File: src/rtl/srwp_pkg.sv
package srwp_pkg;

    localparam int unsigned SR_BIT_BUSY  = 0;
    localparam int unsigned SR_BIT_LATCH = 1;
    localparam int unsigned SR_BIT_PC_LO = 2;
    localparam int unsigned SR_BIT_LOCK  = 7;
    localparam int unsigned PC_W         = 3;

    typedef enum logic [2:0] {
        OP_IDLE         = 3'd0,
        OP_LATCH_SET    = 3'd1,
        OP_LATCH_CLR    = 3'd2,
        OP_SR_WRITE     = 3'd3,
        OP_PAGE_WRITE   = 3'd4,
        OP_PAGE_PROG    = 3'd5,
        OP_SECTOR_ERASE = 3'd6,
        OP_BULK_ERASE   = 3'd7
    } op_e;

    typedef struct packed {
        logic            lock;
        logic [PC_W-1:0] pcode;
        logic            latch;
        logic            busy;
    } sr_state_t;

    typedef struct packed {
        logic grant;
        logic deny;
        logic set_latch;
        logic clr_latch;
        logic load_sr;
        logic start_cycle;
    } verdict_t;

    function automatic logic [7:0] pack_status(input sr_state_t s);
        logic [7:0] b;
        b = 8'h00;
        b[SR_BIT_BUSY]                     = s.busy;
        b[SR_BIT_LATCH]                    = s.latch;
        b[SR_BIT_PC_LO +: PC_W]            = s.pcode;
        b[SR_BIT_LOCK]                     = s.lock;
        return b;
    endfunction

    function automatic int unsigned fenced_count(input logic [PC_W-1:0] pc,
                                                 input int unsigned n_sect);
        int unsigned c;
        if (pc == '0) begin
            return 0;
        end
        c = 32'd1 << (int'(pc) - 1);
        return (c > n_sect) ? n_sect : c;
    endfunction

endpackage

File: src/rtl/srwp_region.sv
module srwp_region
    import srwp_pkg::*;
#(
    parameter int ADDR_W   = 20,
    parameter int SECTOR_W = 16
) (
    input  logic [PC_W-1:0]        pcode,
    input  logic [ADDR_W-SECTOR_W-1:0] sector_idx,
    output logic                   in_region,
    output logic                   pcode_clear
);
    localparam int IDX_W = ADDR_W - SECTOR_W;
    localparam int N_SECT = 1 << IDX_W;

    int unsigned       cnt;
    logic [N_SECT-1:0] fence_mask;

    always_comb cnt = fenced_count(pcode, N_SECT);

    for (genvar g = 0; g < N_SECT; g++) begin : g_fence
        assign fence_mask[g] = (cnt != 0) && ((g + int'(cnt)) >= N_SECT);
    end

    assign in_region   = fence_mask[sector_idx];
    assign pcode_clear = (pcode == '0);

endmodule

File: src/rtl/srwp_decide.sv
module srwp_decide
    import srwp_pkg::*;
(
    input  logic      req_valid,
    input  op_e       op,
    input  sr_state_t st,
    input  logic      hw_guard_n,
    input  logic      in_region,
    input  logic      pcode_clear,
    output verdict_t  v
);
    logic frozen;

    assign frozen = st.lock && !hw_guard_n;

    always_comb begin
        v = '0;
        if (req_valid && !st.busy) begin
            case (op)
                OP_LATCH_SET: begin
                    v.grant     = 1'b1;
                    v.set_latch = 1'b1;
                end
                OP_LATCH_CLR: begin
                    v.grant     = 1'b1;
                    v.clr_latch = 1'b1;
                end
                OP_SR_WRITE: begin
                    if (!st.latch) begin
                        v.deny = 1'b1;
                    end else if (frozen) begin
                        v.deny      = 1'b1;
                        v.clr_latch = 1'b1;
                    end else begin
                        v.grant       = 1'b1;
                        v.load_sr     = 1'b1;
                        v.start_cycle = 1'b1;
                    end
                end
                OP_PAGE_WRITE, OP_PAGE_PROG, OP_SECTOR_ERASE: begin
                    if (!st.latch) begin
                        v.deny = 1'b1;
                    end else if (in_region) begin
                        v.deny      = 1'b1;
                        v.clr_latch = 1'b1;
                    end else begin
                        v.grant       = 1'b1;
                        v.start_cycle = 1'b1;
                    end
                end
                OP_BULK_ERASE: begin
                    if (!st.latch) begin
                        v.deny = 1'b1;
                    end else if (!pcode_clear) begin
                        v.deny      = 1'b1;
                        v.clr_latch = 1'b1;
                    end else begin
                        v.grant       = 1'b1;
                        v.start_cycle = 1'b1;
                    end
                end
                default: v = '0;
            endcase
        end
    end

endmodule

File: src/rtl/srwp_state.sv
module srwp_state
    import srwp_pkg::*;
(
    input  logic      clk,
    input  logic      rst,
    input  verdict_t  v,
    input  logic [7:0] req_data,
    input  logic      cycle_done,
    output sr_state_t st,
    output logic      grant_q,
    output logic      deny_q
);
    logic unused_data;
    assign unused_data = ^{req_data[6:5], req_data[1:0]};

    always_ff @(posedge clk) begin
        if (rst) begin
            st      <= '0;
            grant_q <= 1'b0;
            deny_q  <= 1'b0;
        end else begin
            grant_q <= v.grant;
            deny_q  <= v.deny;
            if (st.busy && cycle_done) begin
                st.busy  <= 1'b0;
                st.latch <= 1'b0;
            end else begin
                if (v.set_latch) st.latch <= 1'b1;
                if (v.clr_latch) st.latch <= 1'b0;
                if (v.load_sr) begin
                    st.lock  <= req_data[SR_BIT_LOCK];
                    st.pcode <= req_data[SR_BIT_PC_LO +: PC_W];
                end
                if (v.start_cycle) st.busy <= 1'b1;
            end
        end
    end

endmodule

File: src/rtl/srwp_ctrl.sv
module srwp_ctrl
    import srwp_pkg::*;
#(
    parameter int ADDR_W   = 20,
    parameter int SECTOR_W = 16
) (
    input  logic              clk,
    input  logic              rst,
    input  logic              req_valid,
    input  logic [2:0]        req_op,
    input  logic [ADDR_W-1:0] req_addr,
    input  logic [7:0]        req_data,
    input  logic              hw_guard_n,
    input  logic              cycle_done,
    output logic [7:0]        status,
    output logic              grant,
    output logic              deny
);
    sr_state_t st;
    verdict_t  v;
    logic      in_region;
    logic      pcode_clear;
    logic      unused_low;

    assign unused_low = ^req_addr[SECTOR_W-1:0];

    srwp_region #(.ADDR_W(ADDR_W), .SECTOR_W(SECTOR_W)) u_region (
        .pcode       (st.pcode),
        .sector_idx  (req_addr[ADDR_W-1:SECTOR_W]),
        .in_region   (in_region),
        .pcode_clear (pcode_clear)
    );

    srwp_decide u_decide (
        .req_valid   (req_valid),
        .op          (op_e'(req_op)),
        .st          (st),
        .hw_guard_n  (hw_guard_n),
        .in_region   (in_region),
        .pcode_clear (pcode_clear),
        .v           (v)
    );

    srwp_state u_state (
        .clk        (clk),
        .rst        (rst),
        .v          (v),
        .req_data   (req_data),
        .cycle_done (cycle_done),
        .st         (st),
        .grant_q    (grant),
        .deny_q     (deny)
    );

    assign status = pack_status(st);

endmodule

File: config.mk
export PLATFORM = sky130hd
export DESIGN_NAME = srwp_ctrl
export DESIGN_NICKNAME = d
export VERILOG_FILES = /design/src/rtl/srwp_pkg.sv /design/src/rtl/srwp_region.sv /design/src/rtl/srwp_decide.sv /design/src/rtl/srwp_state.sv /design/src/rtl/srwp_ctrl.sv
export SDC_FILE = /design/constraint.sdc
export NUM_CORES = 1
export LEC_CHECK = 0
export ABC_CLOCK_PERIOD_IN_PS = 3390
export BUFFER_PORTS_ARGS = -buffer_cell sky130_fd_sc_hd__buf_2
export CAP_MARGIN = 25
export CORE_MARGIN = 10
export CORE_UTILIZATION = 48
export CTS_CLUSTER_DIAMETER = 50
export DETAILED_ROUTE_END_ITERATION = 10
export GPL_TIMING_DRIVEN = 0
export PLACE_DENSITY = 0.92
export SLEW_MARGIN = 5
export SYNTH_ARGS = -nofsm -noshare
export SYNTH_HDL_FRONTEND = slang
export SYNTH_SLANG_ARGS = --single-unit
File: constraint.sdc
create_clock -name clk -period 3.39 [get_ports clk]
set_clock_uncertainty 0.05 [all_clocks]
set_input_delay 0.678 -clock clk [delete_from_list [all_inputs] [get_ports clk]]
set_output_delay 0.678 -clock clk [all_outputs]
set_load 0.005 [all_outputs]
==> summary.md <==
| Metric | Value |
|---|---|
| FFs w/ async S/R, synth | 0% |
| Yosys top cell area share | roughly 14% |
| Warnings from Yosys | 0 |
| # Max-Cap Violations | 0 |
| ANT cells | 0 |
| Register area share after synthesis | between 10% and 20% |
| Max Fclk | slightly above 300 MHz |
| Syn_area_per_cell | approximately 7.6 sq um |
| Placed cells | 200 |
| Largest net degree at the start of global routing | 11 |
| Final #Nets | about 220 |
| Vias | about 1200 |
| Layout area overhead | 20.53% |
| Clock slew at reported path FFs | around 0.050 ns |
| Main synth FF type | dfxtp_1 |
| Flops & latches, synth | 8 |
| Fillers | approximately 210 |
| Final hold violation count | 0 |
| Area leader, netlist | dfxtp_1 |
| Worst setup SP type | register |
| Number of synthesized flops with an enable pin | 0 |
| Most common cell in the netlist | nor2_1 |
| CTS tree | yes |
| Worst Reg-to-Reg Cells | 14 |
| Number of CTS-inserted buffers | 3 |
| Share of layout cells above drive strength 1 | between 20% and 30% |
| Vias in the first global route | ~1100 |
| Fin crit share | between 90% and 100% |
| Slowest CP cell | o211ai_1 |
| CTS Sinks | 8 |
| Overall Global Routing Usage | approximately an eighth |
| R2R Setup Slk | between 0.15 and 0.2 ns |
| Drt wl/cell | 13.73 microns |
| Initial antenna violation count | 0 |
| Leakage | 0.0006736 uW |
| Final wirelength | 2.829 mm |
| Crit path capture type | register |
| Vias/cell | slightly below 6 |
| CP most frequent cell | ha_1 |
| Clk_lat worst skew | 0.26 ns |
| Post-Layout Cell Count | around 200 |
| Buffers and inverters on the worst path | 4 |
| Routed Antenna Nets | 0 |
| Root Driver | clkbuf_4 |
| First-pass DRT Iterations | 4 |
| Worst path depth | 14 |
| Synth unique cells | between 50 and 60 |
| # DRC | 0 |
| Synthesized cell area | between 0.001 and 0.0015 sq mm |
| Clock Path Buffers | 2 |
| Status | completed |
| Worst path required time | between 3 and 4 ns |
| Final HPWL DP | 2.192 mm |
| CP top delay family | compound AO/OA/AOI/OAI gates |
| CP Max Fanout | 10 |
| GPL Wtd Cong | 0.9275 |
| H-tree depth | 1 |
| Post-Syn Instances | 148 |
| Max incr delay on CP | around 0.38 ns |
| First-pass GRT wire length | between 4 and 5 mm |
| Core ar. | about 0.0022 sq mm |
| GRT Residual Overflow | 0 |
| Hold WC Path Type | reg -> reg |
| Setup tns final | 0 ns |
| Crit path DAT | roughly 3.3 ns |
| Max Slew Vio Count | 0 |
| Fin crit period | 3.238 ns |
| Main area contributors after synthesis | dfxtp_1 14%, ha_1 8.9%, nor2_1 4.7% |
| Final setup vio count | 0 |
| WHS Path Cells | 2 |
| Full die area | about 0.0047 sq mm |
| Ports | 46 |
| Port bufs | 23 |
| Die width | 68.46 microns |
| Die Span Y | approximately 68 microns |
| Peak supply drop | 0.2294 mV |
| Top cells by count, synth | 14 x nor2_1, 13 x inv_1, 8 x dfxtp_1, 8 x ha_1 |
| Worst path cell trace | clkbuf_4, inv_1, ha_1, and3b_1, buf_2, o211ai_1, inv_2, ha_1, nor2b_1, a221oi_1, o2111ai_1, a31oi_2, a31oi_1, o211a_1 |
| Row cnt | 17 |
| Pwr Density | roughly 160 mW/mm^2 |
| Initial DRC Count | 54 |
| Crit Path Class | reg -> reg |
| Initial Util | 50.48% |
[final cells by class]
| cell class | instances | area, sq um | share of cell area (%) |
|---|---|---|---|
| plain buffers | 10 | 68.82 | 5.064 |
| clock buffers | 3 | 22.52 | 1.657 |
| inverters | 13 | 48.80 | 3.591 |
| multi-input cells | 118 | 885.9 | 65.19 |
| flip-flops and latches | 8 | 160.2 | 11.79 |
| well taps | 28 | 35.03 | 2.578 |
| repair buffers | 26 | 137.6 | 10.13 |
[flip-flops by register name (all words and copies together) (netlist names)]
| signal | flops |
|---|---|
| u_state.deny_q | 1 |
| u_state.grant_q | 1 |
| u_state.st | 6 |
[layer usage]
| layer | routed length, microns | track usage, % | share of wire (%) | vias to the layer above |
|---|---|---|---|---|
| li1 | - | - | - | 599 |
| met4 | 39 | 5.528 | 1.4 | 0 |
| met1 | 1320 | 16.18 | 47 | 551 |
| met5 | 0 | 0 | 0 | - |
| met3 | 146 | 1.958 | 5.2 | 5 |
| met2 | 1323 | 18.78 | 47 | 34 |
[timing repair]
item,CTS,global route
resized for setup,1,6
hold buffers,0,0
pin swaps,0,3
cloned,0,0
buffers inserted,0,3
setup endpoints to repair,1,4
[kinds of logic (layout without fill, tap and decap cells)]
group | count (synthesis) | in the layout | synth area share [%]
AOI/OAI and AO/OA | 40 | 40 | 29.30
other | 1 | 2 | 0.3326
buffers and inverters | 23 | 52 | 10.21
adders and majority gates | 8 | 8 | 8.879
muxes | 5 | 5 | 4.440
DFF | 8 | 8 | 14.21
and+or+nand+nor | 61 | 61 | 31.08
xor gates and xnor gates | 2 | 2 | 1.554
[worst min-delay path: stages, from the launching register on]
cell and delay (ns):
dfxtp_1 0.32, nand2_1 0.06, nand3_1 0.07
[layout by cell type (no fill, tap or decap), types with 5 or more instances in the layout]
master    netlist  layout
nand2b_1        7       7
buf_2           4      26
dfxtp_1         8       8
ha_1            8       6
mux2i_1         5       5
nor2_1         14      14
inv_1          13      12
nand2_1         7       7
buf_4           2       5
nor2b_1         7       7
[final timing paths]
check | from | end
min reg2reg | u_state.st[0] | u_state.st[0]
max | u_state.st[2] | u_state.deny_q
min | u_state.st[0] | u_state.st[0]
max reg2reg | u_state.st[2] | u_state.deny_q
[metrics by stage]
step | hold WS, ns | total power [uW] | setup WS [ns] | instance area (sq um) | utilization (%)
after global routing | 0.4922 | 225.0 | -0.05656 | 1359 | 60.84
final | 0.4522 | 212.5 | 0.1522 | 1359 | 60.84
after CTS | 0.4536 | 213.9 | 0.04841 | 1310 | 58.66
after floorplan | 0.4374 | 121.4 | 0.3522 | 1131 | -
after global placement | 0.4466 | 140.1 | -0.02153 | 1281 | 57.37
after detailed placement | 0.4436 | 140.6 | -0.04522 | 1281 | 57.37
[power breakdown]
group,switching [uW],internal (uW)
clock,32.4,40.5
sequential,1.69,96.5
combinational,21.6,19.8
total,55.7,157
Power figures use the tool's default switching activity.
